<file path="config.mk">
export PLATFORM = sky130hd
export DESIGN_NAME = pbo_switch_ctrl
export DESIGN_NICKNAME = d
export VERILOG_FILES = /design/src/rtl/pbo_pkg.sv /design/src/rtl/pbo_prio_pick.sv /design/src/rtl/pbo_phase_meter.sv /design/src/rtl/pbo_offset_acc.sv /design/src/rtl/pbo_switch_ctrl.sv
export SDC_FILE = /design/constraint.sdc
export NUM_CORES = 1
export LEC_CHECK = 0
export BUFFER_PORTS_ARGS = -buffer_cell sky130_fd_sc_hd__buf_2
export CORE_AREA = 5 5 58 98
export DETAILED_ROUTE_END_ITERATION = 10
export DIE_AREA = 0 0 63 103
export HOLD_SLACK_MARGIN = 0.15
export MAX_ROUTING_LAYER = met4
export PLACE_DENSITY = 0.76
export SLEW_MARGIN = 20
export SYNTH_ARGS = -nofsm -noshare
export SYNTH_HDL_FRONTEND = slang
export SYNTH_SLANG_ARGS = --single-unit
</file>
<file path="constraint.sdc">
create_clock -name clk -period 10.6 [get_ports clk]
set_input_delay 0.53 -clock clk [delete_from_list [all_inputs] [get_ports clk]]
set_output_delay 0.53 -clock clk [all_outputs]
set_load 0.01 [all_outputs]
</file>
<file path="src/rtl/pbo_pkg.sv">
package pbo_pkg;
  localparam int OFS_W = 16;

  typedef enum logic [1:0] {
    PBO_ON  = 2'b00,
    PBO_OFF = 2'b01,
    PBO_FRZ = 2'b10
  } pbo_mode_e;

  typedef enum logic [1:0] {
    ST_SEARCH,
    ST_TRACK,
    ST_MEAS,
    ST_LOST
  } pbo_st_e;

  // saturating signed add on the offset width
  function automatic logic signed [OFS_W-1:0] sat_add(
    input logic signed [OFS_W-1:0] a,
    input logic signed [OFS_W-1:0] b
  );
    logic signed [OFS_W:0] s;
    s = {a[OFS_W-1], a} + {b[OFS_W-1], b};
    if (s[OFS_W] != s[OFS_W-1])
      sat_add = s[OFS_W] ? {1'b1, {(OFS_W-1){1'b0}}} : {1'b0, {(OFS_W-1){1'b1}}};
    else
      sat_add = s[OFS_W-1:0];
  endfunction
endpackage

</file>
<file path="src/rtl/pbo_prio_pick.sv">
module pbo_prio_pick #(
  parameter int NREF  = 4,
  parameter int SEL_W = 2
) (
  input  logic [NREF-1:0]  valid,
  output logic             any_valid,
  output logic [SEL_W-1:0] idx
);
  always_comb begin
    idx = '0;
    for (int i = NREF - 1; i >= 0; i--)
      if (valid[i]) idx = SEL_W'(i);
  end
  assign any_valid = |valid;
endmodule

</file>
<file path="src/rtl/pbo_phase_meter.sv">
module pbo_phase_meter #(
  parameter int HALF_PER = 8,
  parameter int CNT_W    = 4,
  parameter int PH_W     = 5
) (
  input  logic                   clk,
  input  logic                   rst_n,
  input  logic                   run,
  input  logic                   clr,
  input  logic                   in_edge,
  input  logic                   out_edge,
  output logic                   done,
  output logic signed [PH_W-1:0] phase
);
  typedef enum logic [1:0] {M_WAIT, M_IN, M_OUT} m_st_e;
  m_st_e            st_q;
  logic [CNT_W-1:0] cnt_q;
  logic             at_lim;

  assign at_lim = (cnt_q == CNT_W'(HALF_PER));

  always_comb begin
    done  = 1'b0;
    phase = '0;
    if (run && !clr) begin
      case (st_q)
        M_WAIT: done = in_edge && out_edge;
        M_IN: begin
          done  = out_edge || at_lim;
          phase = $signed({1'b0, cnt_q});
        end
        M_OUT: begin
          done  = in_edge || at_lim;
          phase = -$signed({1'b0, cnt_q});
        end
        default: done = 1'b0;
      endcase
    end
  end

  always_ff @(posedge clk) begin
    if (!rst_n || !run || clr || done) begin
      st_q  <= M_WAIT;
      cnt_q <= '0;
    end else begin
      case (st_q)
        M_WAIT: begin
          if (in_edge) begin
            st_q  <= M_IN;
            cnt_q <= CNT_W'(1);
          end else if (out_edge) begin
            st_q  <= M_OUT;
            cnt_q <= CNT_W'(1);
          end
        end
        default: cnt_q <= cnt_q + 1'b1;
      endcase
    end
  end


  ph_range_chk: assert property (@(posedge clk) disable iff (!rst_n)
    done |-> (phase <= $signed(PH_W'(HALF_PER)) && phase >= -$signed(PH_W'(HALF_PER))));

  cnt_bound_chk: assert property (@(posedge clk) disable iff (!rst_n)
    (st_q != M_WAIT) |-> (cnt_q <= CNT_W'(HALF_PER)));
endmodule

</file>
<file path="src/rtl/pbo_offset_acc.sv">
module pbo_offset_acc
  import pbo_pkg::*;
(
  input  logic                    clk,
  input  logic                    rst_n,
  input  pbo_mode_e               mode,
  input  logic                    add_en,
  input  logic signed [OFS_W-1:0] delta,
  output logic signed [OFS_W-1:0] offset
);
  always_ff @(posedge clk) begin
    if (!rst_n || mode == PBO_OFF) offset <= '0;
    else if (add_en && mode == PBO_ON) offset <= sat_add(offset, delta);
  end


  frz_hold_chk: assert property (@(posedge clk) disable iff (!rst_n)
    (mode == PBO_FRZ) |=> $stable(offset));

  off_zero_chk: assert property (@(posedge clk) disable iff (!rst_n)
    (mode == PBO_OFF) |=> (offset == '0));
endmodule

</file>
<file path="src/rtl/pbo_switch_ctrl.sv">
module pbo_switch_ctrl
  import pbo_pkg::*;
#(
  parameter int NREF     = 4,
  parameter int HALF_PER = 8,
  localparam int SEL_W   = (NREF > 1) ? $clog2(NREF) : 1
) (
  input  logic                    clk,
  input  logic                    rst_n,
  input  logic [NREF-1:0]         ref_edge,
  input  logic [NREF-1:0]         ref_short_loss,
  input  logic [NREF-1:0]         ref_freq_bad,
  input  logic [NREF-1:0]         ref_lost,
  input  logic                    out_edge,
  input  logic                    mode_wr,
  input  logic [1:0]              mode_wdata,
  input  logic                    evt_clr,
  output logic [1:0]              mode_o,
  output logic signed [OFS_W-1:0] offset_o,
  output logic [SEL_W-1:0]        sel_o,
  output logic                    holdover_o,
  output logic                    evt_o,
  output logic                    all_lost_o
);
  localparam int CNT_W = $clog2(HALF_PER + 1);
  localparam int PH_W  = CNT_W + 1;

  logic [NREF-1:0] valid;
  for (genvar i = 0; i < NREF; i++) begin : g_valid
    assign valid[i] = ~(ref_short_loss[i] | ref_freq_bad[i] | ref_lost[i]);
  end

  pbo_mode_e        mode_q;
  pbo_st_e          st_q, st_d;
  logic [SEL_W-1:0] sel_q, sel_d, pick_idx;
  logic             any_valid, sel_ok, fail, swap, evt_q, lost_q;
  logic             meas_done;
  logic signed [PH_W-1:0]  meas_ph;
  logic signed [OFS_W-1:0] delta;

  pbo_prio_pick #(.NREF(NREF), .SEL_W(SEL_W)) u_pick (
    .valid(valid), .any_valid(any_valid), .idx(pick_idx)
  );

  assign sel_ok = valid[sel_q];
  assign fail   = (st_q == ST_TRACK || st_q == ST_MEAS) && !sel_ok;
  assign swap   = (fail || st_q == ST_LOST) && any_valid;

  always_comb begin
    st_d  = st_q;
    sel_d = sel_q;
    case (st_q)
      ST_SEARCH: if (any_valid) begin
        sel_d = pick_idx;
        st_d  = ST_TRACK;
      end
      ST_LOST: if (any_valid) begin
        sel_d = pick_idx;
        st_d  = (mode_q == PBO_ON) ? ST_MEAS : ST_TRACK;
      end
      default: begin
        if (!sel_ok) begin
          if (any_valid) begin
            sel_d = pick_idx;
            st_d  = (mode_q == PBO_ON) ? ST_MEAS : ST_TRACK;
          end else begin
            st_d = ST_LOST;
          end
        end else if (st_q == ST_MEAS && (mode_q != PBO_ON || meas_done)) begin
          st_d = ST_TRACK;
        end
      end
    endcase
  end

  always_ff @(posedge clk) begin
    if (!rst_n) begin
      st_q   <= ST_SEARCH;
      sel_q  <= '0;
      mode_q <= PBO_ON;
      evt_q  <= 1'b0;
      lost_q <= 1'b0;
    end else begin
      st_q   <= st_d;
      sel_q  <= sel_d;
      lost_q <= !any_valid;
      if (mode_wr && mode_wdata != 2'b11) mode_q <= pbo_mode_e'(mode_wdata);
      if (swap) evt_q <= 1'b1;
      else if (evt_clr) evt_q <= 1'b0;
    end
  end

  pbo_phase_meter #(.HALF_PER(HALF_PER), .CNT_W(CNT_W), .PH_W(PH_W)) u_meter (
    .clk(clk), .rst_n(rst_n),
    .run(st_q == ST_MEAS && mode_q == PBO_ON), .clr(swap || fail),
    .in_edge(ref_edge[sel_q]), .out_edge(out_edge),
    .done(meas_done), .phase(meas_ph)
  );

  assign delta = {{(OFS_W-PH_W){meas_ph[PH_W-1]}}, meas_ph};

  pbo_offset_acc u_acc (
    .clk(clk), .rst_n(rst_n), .mode(mode_q),
    .add_en(meas_done), .delta(delta), .offset(offset_o)
  );

  assign mode_o     = mode_q;
  assign sel_o      = sel_q;
  assign holdover_o = (st_q != ST_TRACK);
  assign evt_o      = evt_q;
  assign all_lost_o = lost_q;


  failover_sel_chk: assert property (@(posedge clk) disable iff (!rst_n)
    (fail && any_valid) |=> (evt_o && sel_o != $past(sel_o)));

  meas_hold_chk: assert property (@(posedge clk) disable iff (!rst_n)
    (st_q == ST_MEAS && !meas_done && mode_q == PBO_ON) |=> $stable(offset_o));

  bad_mode_chk: assert property (@(posedge clk) disable iff (!rst_n)
    (mode_wr && mode_wdata == 2'b11) |=> $stable(mode_o));

  lost_hold_chk: assert property (@(posedge clk) disable iff (!rst_n)
    all_lost_o |-> holdover_o);
endmodule

</file>
==> results of run 1 <==
==> registers in the layout (all words and copies together) (netlist names) <==
register	count
sel_o	2
u_meter.st_q	2
st_q	2
mode_o	2
evt_o	1
u_acc.offset	16
all_lost_o	1
u_meter.cnt_q	4
==> how the worst max path moves through the flow <==
stage,startpoint,end,depth (start not counted)
2_1_floorplan,ref_freq_bad[3],u_acc.offset[13]$_SDFFE_PP0P_,15
3_3_place_gp,ref_freq_bad[3],u_acc.offset[13]$_SDFFE_PP0P_,15
3_5_place_dp,ref_freq_bad[3],u_acc.offset[13]$_SDFFE_PP0P_,15
4_1_cts,ref_freq_bad[3],u_acc.offset[13]$_SDFFE_PP0P_,15
5_1_grt,ref_freq_bad[3],u_acc.offset[14]$_SDFFE_PP0P_,14
6_report,ref_freq_bad[3],u_acc.offset[13]$_SDFFE_PP0P_,15
==> metal layers <==
metal  vias to the layer above  wire length (um)  part of all wire [%]
li1                       1314                 -                     -
met1                      1254              2514                    37
met2                        95              3643                    54
met3                        18               392                   5.8
met4                         0               200                   3.0
met5                         -                 0                     0
==> critical path: cells and delay by family <==
kind            cells  cell delay [ns]
fa+ha+maj           2             0.60
buf+inv             2             0.17
mux                 1             0.55
simple gates        5             1.36
compound gates      5             1.89
==> cell type report <==
| class | count | area, um^2 | share of cell area (%) |
|---|---|---|---|
| well taps | 54 | 67.56 | 2.380 |
| clock buffers | 8 | 110.1 | 3.878 |
| multi-input cells | 262 | 1772 | 62.41 |
| flip-flops and latches | 30 | 600.6 | 21.15 |
| repair buffers | 46 | 232.7 | 8.197 |
| inverters | 15 | 56.30 | 1.983 |
==> power by group <==
group	internal (mW)	switching [mW]	leakage [nW]	total, mW
clock network	0.0656	0.0460	0.0575	0.112
registers	0.120	0.00735	0.243	0.127
logic	0.0339	0.0554	0.810	0.0893
==> synthesized netlist by cell type (9+ instances only) <==
library cell  instances  share of area (%)
a21oi_1              31                6.2
dfxtp_1              30                 24
nor2_1               24                3.6
o21ai_0              23                4.6
nand2_1              21                3.1
inv_1                15                2.2
a31oi_1              14                3.5
ha_1                 14                7.0
nand3_1              14                2.8
clkbuf_1              9                1.3
nor3_1                9                1.8
==> stage by stage <==
stage / hold slack (ns) / worst slack [ns] / total power [mW] / std cells
6_report: 0.4768 / 5.702 / 0.3279 / 415
5_1_grt: 0.4976 / 5.362 / 0.3470 / 415
4_1_cts: 0.4752 / 5.723 / 0.3293 / 415
3_5_place_dp: 0.4604 / 5.449 / 0.2187 / 407
3_3_place_gp: 0.4603 / 5.552 / 0.2164 / 407
2_1_floorplan: 0.4709 / 6.117 / 0.1944 / 324
==> kinds of logic after synthesis <==
family,after synthesis
XOR/XNOR,4
flip-flops,30
multiplexers,5
buffers and inverters,32
adder cells (fa/ha/maj),16
AND/OR/NAND/NOR,118
AO/OA/AOI/OAI,119
==> run summary, run 1 <==
Entering global routing, the biggest net connects 28 pins. The proportion of layout cells with a drive suffix above 1 came out at roughly a fifth. After detailed routing, the average wire length per cell comes to ~16 um.

In the synthesized netlist the dominant register cell turns out to be dfxtp_1. The post-layout utilization of the core came out at between 50 and 60%. The finished cells cover 2839 um^2. The start-to-end type of the worst setup path is input port to flip-flop.

The area growth from synthesis to layout came out at 13.39%. The global route total overflow came out at 0. The tree is rooted in a clkbuf_8. The worst reg-to-reg path cell count came out at 13.

In this run the core area contains 34 standard-cell rows. The Yosys step of the flow raised 0 warnings. At the later pin of the worst-skew pair, clock insertion delay measures between 0.2 and 0.3 ns. In this run the deepest clock path goes through 2 buffers. The die height came out at a little over 100 um. The share of flip-flops with an asynchronous set or reset after synthesis is 0%. In this run the critical register-to-register path is launched from sel_o[1]$_SDFFE_PN0P_. The worst hold path belongs to the class flip-flop to flip-flop. Across the run, the number of max-cap violations was 0. After detailed placement, the total cell area comes to between 2000 and 3000 um^2. The post-detailed-placement half-perimeter wirelength came out at just over 5000 um. The cell that appears most often on the critical path is a31oi_1. The final wirelength came out at between 6000 and 7000 um. The starting utilization of the core area came out at 51.18%. The type of element capturing the critical path is a flip-flop. The total nets after synthesis is ~360. The worst reg-to-reg setup slack came out at 5.93 ns.

The global-route track usage on met1 came out at 22.82%. The required time of the critical path came out at 10.81 ns. Of the total synthesized cell area, the portion taken by full adders, half adders and majority gates is around 8%. The number of hold violations in the final report came out at 0. Leaving out fill and tap cells, the most frequent cells in the layout are buf_2, a21oi_1, dfxtp_1. Summing the areas of all compound-gate instances in the mapped netlist gives 32.43% of the synthesized area.

The worst-case vdd ir drop is 0.0001109 V. For this design, the CTS-stage hold fixing added 0 buffers. The die covers 6489 um^2.

The total clock buffers created by CTS is 5. Measured against the total synthesized area, the mux share comes to about 3.5%. The aggregate global-route resource usage is a little over a fifth. The number of filler cells placed in the layout came out at ~470. Setup repair after global routing left no endpoint under its margin. The number of vias per cell after detailed routing came out at 6.460. By area, the combinational part of the netlist is dominated by compound AO/OA/AOI/OAI gates. The max-slew headroom at the worst pin came out at approximately two fifths. The detailed-router iteration count before antenna repair came out at 4. The overall via count from detail_route came out at between 2000 and 3000. At the worst endpoint, the arrival time is about 5.1 ns. After synthesis the cells add up to around 2500 um^2. The number of clock sinks is 30. The library cell used most frequently in the layout, excluding fill and tap cells, is buf_2.

The static power due to leakage came out at between 1 and 1.5 nW. The post-synthesis instance total is approximately 320. For this design the top-level I/O count stands at 46. The run finished with clean final reports. Once detail routing completed, the nets flagged for antenna violations numbered 0.

The worst hold path begins at evt_o$_SDFFE_PN0P_. The setup-violating endpoint count in the final report came out at 0. The violation count after the first detailed-routing iteration came out at 90.

The post-synthesis share of cell area spent on xor and xnor gates is around 1.4%. The worst-path cell with the longest stage delay is a221oi_4. The part of the Yosys area used for sequential elements is 23.99%.

The maximum level of the CTS H-tree came out at 2. In this run, post-CTS repair resized a total of 0 instances. Traced cell by cell, the critical path runs through buf_2, or3_4, mux4_2, a221oi_4, nand2_1, nor2_1, ha_1, inv_1, fa_1, nand2b_1, a21o_1, nor3_1, a31oi_1, a2111o_1, a31oi_1.

Buffers placed on the I/O ports in this run total 45. The worst-case clock skew came out at between 0.003 and 0.004 ns. The number of global-route vias before repair is 2402. For this run, the top clock speed supported by timing is 0.2042 GHz.

The number of remaining DRC errors came out at 0. STA classifies the critical path startpoint as an input port. The die span in x is ~63 um. The power density of the placed cells came out at roughly 120 nW/um^2.

The post-CTS setup buffer count is 0. The distinct cell type count of the synthesized netlist is between 50 and 60. The maximum cell stage delay along the critical path came out at approximately 0.69 ns. The cell depth of the worst hold path came out at 2. The last weighted congestion value of the routability-driven placer is about 0.9.

The clock transition at the registers of the reported paths is roughly 0.070 ns. For this run, the post-layout net count is between 300 and 400. The worst hold path terminates at evt_o$_SDFFE_PN0P_. The global-route met3 utilization is about 3.1%.

The global routing stage identified its most utilized layer as met2. Setup total negative slack on the finished layout was measured at 0 ns. The routed design could run at a clock period as short as a little under 5 ns. The number of max-slew violations in the final report came out at 0. The synthesized area divided by synthesized cell count came out at a little under 8 um^2. The post-synthesis register bit count came out at 30. The post-synthesis simple-gate area fraction is 25.24%. The core outline area came out at around 4900 um^2.

TritonCTS built the clock tree. The total inserted antenna cells is 0. The first-pass GRT wire length is ~11000 um.

Global routing used 37.55% of the available met2 tracks. The number of enable flip-flop cells after synthesis is 0. Along the worst path, the maximum fanout reaches 19. The slew at the pin with the worst max-slew slack is between 0.8 and 0.9 ns. The number of antenna violations at the first check in global routing came out at 0. In this run the critical register-to-register path is captured at u_acc.offset[13]$_SDFFE_PP0P_.

The final critical path takes up a little under half of the cycle.
(Power assumes the default switching activity.)
==> inputs of run 2 (changes only) <==
--- a/config.mk
+++ b/config.mk
@@ -6,9 +6,9 @@
 export NUM_CORES = 1
 export LEC_CHECK = 0
 export BUFFER_PORTS_ARGS = -buffer_cell sky130_fd_sc_hd__buf_2
-export CORE_AREA = 5 5 58 98
+export CORE_AREA = 5 5 59 101
 export DETAILED_ROUTE_END_ITERATION = 10
-export DIE_AREA = 0 0 63 103
+export DIE_AREA = 0 0 64 106
 export HOLD_SLACK_MARGIN = 0.15
 export MAX_ROUTING_LAYER = met4
 export PLACE_DENSITY = 0.76
==> constraint.sdc (replaced) <==
create_clock -name clk -period 4.49 [get_ports clk]
set_input_delay 0.2245 -clock clk [delete_from_list [all_inputs] [get_ports clk]]
set_output_delay 0.2245 -clock clk [all_outputs]
set_load 0.01 [all_outputs]
==> run 2 against run 1 <==
Against the previous run:
- register-to-register slack lost 5.5 ns
- sequential share of layout area shrank 0.29 points
- non-clock buffer count grew 5
- sequential power grew 140%
- cell count grew 1.4%
- first-iteration DRC count grew 67%
- setup slack lost 5.3 ns
- critical path type is now flip-flop to flip-flop
- highest routed layer unchanged
==> run summary, run 2 (synthesis gave the netlist of run 1 again) <==
The flow ran to the end, and the final reports show no timing, DRC or antenna violations. Adding up every negative setup slack in the final design gives 0 ns. The final wirelength is just over 7000 um.

Using the TritonRoute via totals, the vias-per-cell ratio works out to between 6 and 7. The portion of total power attributed to the clock network is about a third. The row count is 35. The worst reg-to-reg path cell count is 14. The total inserted antenna cells came out at 0.

The total clock buffers created by CTS came out at 5. The fraction of power consumed by combinational cells came out at 27.7%. The number of remaining DRC errors came out at 0. The finished layout holds 421 standard cells, fillers aside. The required time of the critical path came out at roughly 4.7 ns.

The cell depth of the worst hold path came out at 3. The full die area is between 6000 and 7000 um^2. The first routing iteration left 150 violations. The total area of multi-input combinational cells is about 1800 um^2. The minimum clock period after layout came out at 4.098 ns. The largest fanout of any net on the critical path came out at 5.

Leaving out fill and tap cells, the most frequent cell in the layout is buf_2. The number of antenna violations at the first check in global routing is 0. STA classifies the critical path endpoint as a flip-flop. In this run, post-CTS repair resized a total of 0 instances. Measured along the y axis, the die boundary spans around 110 um. The number of port buffers came out at 45. The maximum cell stage delay along the critical path is 0.63 ns. The net switching power figure came out at between 200 and 300 uW. Counting every sink on the clock net gives 30. TritonCTS built the clock tree. In the final layout, the share of cells above drive strength 1 is between 20% and 30%. The area growth from synthesis to layout is 14.94%. For this configuration, the core starts out at a cell density of approximately half. The sequential cells in the finished layout cover a total of between 600 and 700 um^2. The setup-violating endpoint count in the final report is 0. At the worst endpoint, the arrival time is between 4 and 5 ns. At the end of the flow, the number of nets in the layout was between 400 and 500. The slew at the pin with the worst max-slew slack came out at approximately 0.93 ns. In the final layout, the registers with the most flip-flops are u_acc.offset: 16 flops, u_meter.cnt_q: 4 flops.

The maximum number of pins on one net before global-route repair is 28. The clock latency on the worst-skew pair came out at 0.29 ns. The largest register by flop count is u_acc.offset. Cell internal power was estimated by the tool at about 520 uW. The sequential fraction of design power came out at between 30% and 40%. The tightest min-delay check is of the input port to flip-flop type.

The overall via count from detail_route is 2760. The tree is rooted in a clkbuf_8. The static power due to leakage came out at about 1.1 nW.

The tool flagged a number of max-cap violations equal to 0. No sink is reached through more buffers than the 2 on the longest clock path. Timing would allow up to about 0.24 GHz. Walking the worst path, the cells encountered are mux4_2, a221oi_4, nand2_1, nor2_1, ha_1, inv_1, fa_1, nand2b_1, a21oi_1, or4_1, a31oi_1, or4_1, a31oi_1, o31a_1.

On the final layout, the worst clock skew is approximately 0.0030 ns. The average wire length per cell after detail routing is 17.26 um. Once the clock tree was built, the setup fixing pass inserted 0 buffers. The power density of the placed cells is 274.9 nW/um^2. The post-route clock period utilization is 91.26%. The area after detailed placement is about 2800 um^2. Setup repair after global routing left no endpoint under its margin. After clock tree synthesis, the clock-pin slew on the worst setup and hold paths is 0.07 ns. The global route total overflow is 0. Routability-driven placement finished with a final weighted congestion of between 0.9 and 1.

The worst-path cell with the longest stage delay is mux4_2. For this design the top-level I/O count stands at 46. The number of global-route vias before repair is between 2000 and 3000. The filler cells instantiated in the layout total 518. The H-tree was split into 2 levels. The die is around 64 um wide. The number of buffers inserted for hold repair after clock tree synthesis is 0.

Headroom to the max-slew limit came out at a little under two fifths. Global routing consumed, over all layers together, between 20% and 30% of the routing resources. The register with the most flip-flops in the layout has 16 of them.

The detailed-router iteration count before antenna repair came out at 7. The finished cells cover 2878 um^2. The core outline area came out at around 5000 um^2.

The number of max-slew violations in the final report came out at 0. The overall power came out at 791.2 uW. Once detail routing completed, the nets flagged for antenna violations numbered 0. The nature of the critical path startpoint is a flip-flop. The first-pass GRT wire length is about 12000 um.

The total instance count after detailed placement is between 400 and 500. In this run switching power makes up between 30% and 40% of total power. The post-detailed-placement half-perimeter wirelength is between 5000 and 6000 um. The number of hold violations in the final report came out at 0.

Across the VDD grid, the largest voltage drop is between 0.0002 and 0.0003 V. The start-to-end type of the worst setup path is flip-flop to flip-flop. The post-layout utilization of the core is a little under three fifths.

The library cells used most frequently in the layout, excluding fill and tap cells, are buf_2, a21oi_1, dfxtp_1.
[run 2: cell type report]
| class | count | share of cell area [%] |
|---|---|---|
| multi-input combinational | 262 | 61.57 |
| sequential | 30 | 20.87 |
| timing repair buffer | 51 | 9.391 |
| clock buffer | 8 | 3.826 |
| tap | 55 | 2.391 |
| inverter | 15 | 1.957 |
[run 2: power by group through the flow]
| stage | registers (mW) | clock network [mW] | logic (mW) |
|---|---|---|---|
| after global routing | 0.302 | 0.281 | 0.243 |
| after floorplan | 0.305 | 0 | 0.154 |
| after detailed placement | 0.306 | 0 | 0.216 |
| after CTS | 0.299 | 0.269 | 0.216 |
| final | 0.299 | 0.273 | 0.219 |
| after global placement | 0.305 | 0 | 0.210 |
[run 2: metrics by stage]
step                hold WS (ns)  worst slack [ns]
global route              0.2147           0.03289
finish                    0.1848            0.3924
floorplan                 0.3579            0.3129
CTS                       0.1928            0.3948
detailed placement        0.4560            0.2165
global placement          0.4670            0.3716
[run 2: critical path: cells and delay by family (launching register included)]
family | cells | cell delay [ns]
muxes | 1 | 0.63
adders and majority gates | 2 | 0.59
AOI/OAI and AO/OA | 5 | 1.14
and+or+nand+nor | 5 | 1.19
buffers and inverters | 1 | 0.06
DFF | 1 | 0.45
[run 2: worst paths after layout]
kind	from	to	slack [ns]
max	sel_o[1]$_SDFFE_PN0P_	u_acc.offset[8]$_SDFFE_PP0P_	0.39
max reg2reg	sel_o[1]$_SDFFE_PN0P_	u_acc.offset[8]$_SDFFE_PP0P_	0.39
min reg2reg	evt_o$_SDFFE_PN0P_	evt_o$_SDFFE_PN0P_	0.46
min	evt_clr	evt_o$_SDFFE_PN0P_	0.18
[run 2: routing by layer]
metal | vias up | GRT usage (%) | part of all wire [%]
li1 | 1322 | - | -
met1 | 1290 | 24.35 | 37
met2 | 122 | 38.49 | 53
met3 | 26 | 2.960 | 6.4
met4 | 0 | 11.44 | 3.4
met5 | - | - | 0
==> inputs of run 3 (changes only) <==
--- a/config.mk
+++ b/config.mk
@@ -5,7 +5,7 @@
 export SDC_FILE = /design/constraint.sdc
 export NUM_CORES = 1
 export LEC_CHECK = 0
-export BUFFER_PORTS_ARGS = -buffer_cell sky130_fd_sc_hd__buf_2
+export BUFFER_PORTS_ARGS = -buffer_cell sky130_fd_sc_hd__buf_4
 export CORE_AREA = 5 5 59 101
 export DETAILED_ROUTE_END_ITERATION = 10
 export DIE_AREA = 0 0 64 106
==> run 3 against run 2 <==
Against the previous run:
- non-clock buffer count is 1 higher
- global-route usage is 2.2 points lower
- register-to-register slack better by 0.05 ns
==> run summary, run 3 (synthesis gave the netlist of run 1 again) <==
The run finished with clean final reports. The first-pass GRT wire length is ~11000 um. Data on the critical path arrives at its endpoint at approximately 4.3 ns. The register with the most flip-flops in the layout has 16 of them. The number of filler cells placed in the layout came out at 490. The power density of the placed cells came out at around 250 nW/um^2. In this run the most critical hold path is launched from evt_clr.

After floorplanning, the core was divided into 35 placement rows. The die height is about 110 um. The static power due to leakage came out at 1.151 nW. The core outline area is slightly above 5000 um^2. The total clock buffers created by CTS came out at 5. The net switching power figure is roughly 260 uW. Traced cell by cell, the critical path runs through mux4_2, a221oi_4, nand2_1, nor2_1, ha_1, inv_1, fa_1, nand2b_1, a21oi_1, or4_1, a31oi_1, or4_1, a31oi_1, o31a_1. The root cell of the clock tree is clkbuf_8. The proportion of layout cells with a drive suffix above 1 is 20.16%. Ranked by flip-flop count, first place goes to u_acc.offset.

The share of total power dissipated in the clock network is a little under a third. The last weighted congestion value of the routability-driven placer came out at ~0.92. The worst pin sits at a relative slew slack of about three fifths. STA classifies the critical path startpoint as a flip-flop. Measured in cells, the most critical reg-to-reg path has a length of 14. The worst setup path is captured at a flip-flop. The die span in x is between 60 and 70 um. The fraction of power consumed by combinational cells came out at between 20% and 30%. The total inserted antenna cells came out at 0. Subtracting the final worst setup slack from the clock period gives 4.045 ns. The largest fanout of any net on the critical path came out at 5. The clock transition at the registers of the reported paths came out at approximately 0.07 ns. The area growth from synthesis to layout is 18.99%.

The number of global-route vias before repair was about 2600. The detailed-router iteration count before antenna repair came out at 4. The maximum cell stage delay along the critical path came out at slightly above 0.6 ns. At the worst endpoint, the required time is about 4.7 ns. For this run, design rule violations remaining after detail routing come to 0. CTS saw 30 sinks. Setup repair after global routing left no endpoint under its margin. The buffer and inverter count on the worst path came out at 1.

The number of port buffers came out at 45. In this run the critical register-to-register path is captured at u_acc.offset[8]$_SDFFE_PP0P_. The worst hold path was traced through 3 stages.

TritonCTS built the clock tree. The final net count came out at 404. In the final layout, the registers with the most flip-flops are u_acc.offset: 16 flops, u_meter.cnt_q: 4 flops. The number of buffers inserted for hold repair after clock tree synthesis is 0.

For hold timing, the worst endpoint is evt_o$_SDFFE_PN0P_. In the layout the commonest cells are buf_4, a21oi_1, dfxtp_1. For the pin with the worst max-slew slack, the measured transition is ~0.60 ns.

Pin placement for this block handled 46 I/O pins. Internal power comes to ~500 uW. Leaving out fill and tap cells, the most frequent cell in the layout is buf_4. Max-cap violations in this run came to 0.

Counting buffers and inverters, the worst setup path is 14 cells deep. The worst-path cell with the longest stage delay is mux4_2. The full die area came out at roughly 6800 um^2. The maximum number of pins on one net before global-route repair is 27.

The clock latency on the worst-skew pair is about 0.28 ns. The average wire length per cell after detail routing came out at between 15 and 20 um. The switching part of the total is 34.10%. The type of the tightest min-delay check is input port to flip-flop. The violation count after the first detailed-routing iteration came out at between 100 and 150.

The setup-violating endpoint count in the final report is 0. The maximum level of the CTS H-tree came out at 2. The overall power is around 760 uW.

The number of hold violations in the final report came to 0. The number of max-slew violations in the final report is 0. The number of buffers between clock root and the deepest sink is 2. The number of vias per cell after detailed routing came out at roughly 6.4. The critical path is of the flip-flop to flip-flop type.

The aggregate global-route resource usage came out at between 20% and 30%. The worst reg-to-reg setup slack came out at between 0.4 and 0.5 ns. The post-route clock period utilization came out at 90.08%. The number of routed nets with antenna violations came out at 0. The post-cts repair resize count came out at 0. The number of antenna violations at the first check in global routing is 0.

The starting utilization of the core area is 48.86%. Post-CTS timing repair inserted 0 buffers for setup. The total overflow left after global routing is 0. Sequential cells burn approximately two fifths of the power. The worst-case vdd ir drop is around 0.00028 V. Clock skew on the completed layout was measured at ~0.008 ns. The final layout contains routed wiring with a total length of between 6000 and 7000 um. For this block, the via count after detailed routing is between 2000 and 3000. The peak clock frequency supported by timing is about 0.25 GHz. The startpoint identified for the worst register-to-register timing path is sel_o[1]$_SDFFE_PN0P_.

Grouping stages by cell kind, the critical path spends the most delay in simple AND/OR/NAND/NOR gates. The post-detailed-placement half-perimeter wirelength came out at 5123 um. Summed over all failing endpoints, the final setup total negative slack is 0 ns.
==> run 3: changes by cell type in the layout (fill, tap and decap cells not counted) <==
cell,change
buf_4,+46
clkinv_2,+1
clkbuf_8,-2
clkbuf_1,+1
buf_2,-45
==> run 3: tightest hold or removal path: stages <==
cell and delay, ns:
buf_4 0.07, nand2b_1 0.09, a21oi_1 0.06
==> run 3: through the flow <==
step	hold slack [ns]	area, um^2	utilization, %	setup slack (ns)	instances
2_1_floorplan	0.3579	2504	-	0.3129	324
3_3_place_gp	0.4846	2888	56.36	0.3306	414
3_5_place_dp	0.4840	2888	56.36	0.2651	414
4_1_cts	0.2218	2979	58.14	0.4332	422
5_1_grt	0.2325	2979	58.14	0.08022	422
6_report	0.2193	2979	58.14	0.4455	422
==> run 3: cell type report <==
type                            instances  area [um^2]  area share (%)
Clock buffer                            7        86.33           2.898
Inverter                               15        56.30           1.890
Clock inverter                          1        5.005          0.1680
Multi-Input combinational cell        262         1772           59.47
Tap cell                               55        68.82           2.310
Sequential cell                        30        600.6           20.16
Timing Repair Buffer                   52        390.4           13.10
==> run 3: worst max path at each step <==
stage,startpoint,to
after floorplan,ref_freq_bad[3],u_acc.offset[13]$_SDFFE_PP0P_
after global placement,ref_freq_bad[3],u_acc.offset[8]$_SDFFE_PP0P_
after detailed placement,ref_freq_bad[3],u_acc.offset[8]$_SDFFE_PP0P_
after CTS,sel_o[1]$_SDFFE_PN0P_,u_acc.offset[8]$_SDFFE_PP0P_
after global routing,sel_o[1]$_SDFFE_PN0P_,u_acc.offset[8]$_SDFFE_PP0P_
final,sel_o[1]$_SDFFE_PN0P_,u_acc.offset[8]$_SDFFE_PP0P_
==> run 3: power by group through the flow <==
| stage | clock network [mW] | logic [mW] | registers, mW |
|---|---|---|---|
| floorplan | 0 | 0.154 | 0.305 |
| global placement | 0 | 0.222 | 0.305 |
| detailed placement | 0 | 0.226 | 0.306 |
| CTS | 0.238 | 0.227 | 0.300 |
| global route | 0.248 | 0.252 | 0.302 |
| finish | 0.233 | 0.227 | 0.299 |
==> run 3: routing by layer <==
layer  part of all wire [%]  GRT usage [%]  wire length [um]
met4                    2.2          8.470               152
met3                    5.6          3.488               377
met2                     52          35.47              3499
met1                     41          21.69              2750
met5                      0              -                 0
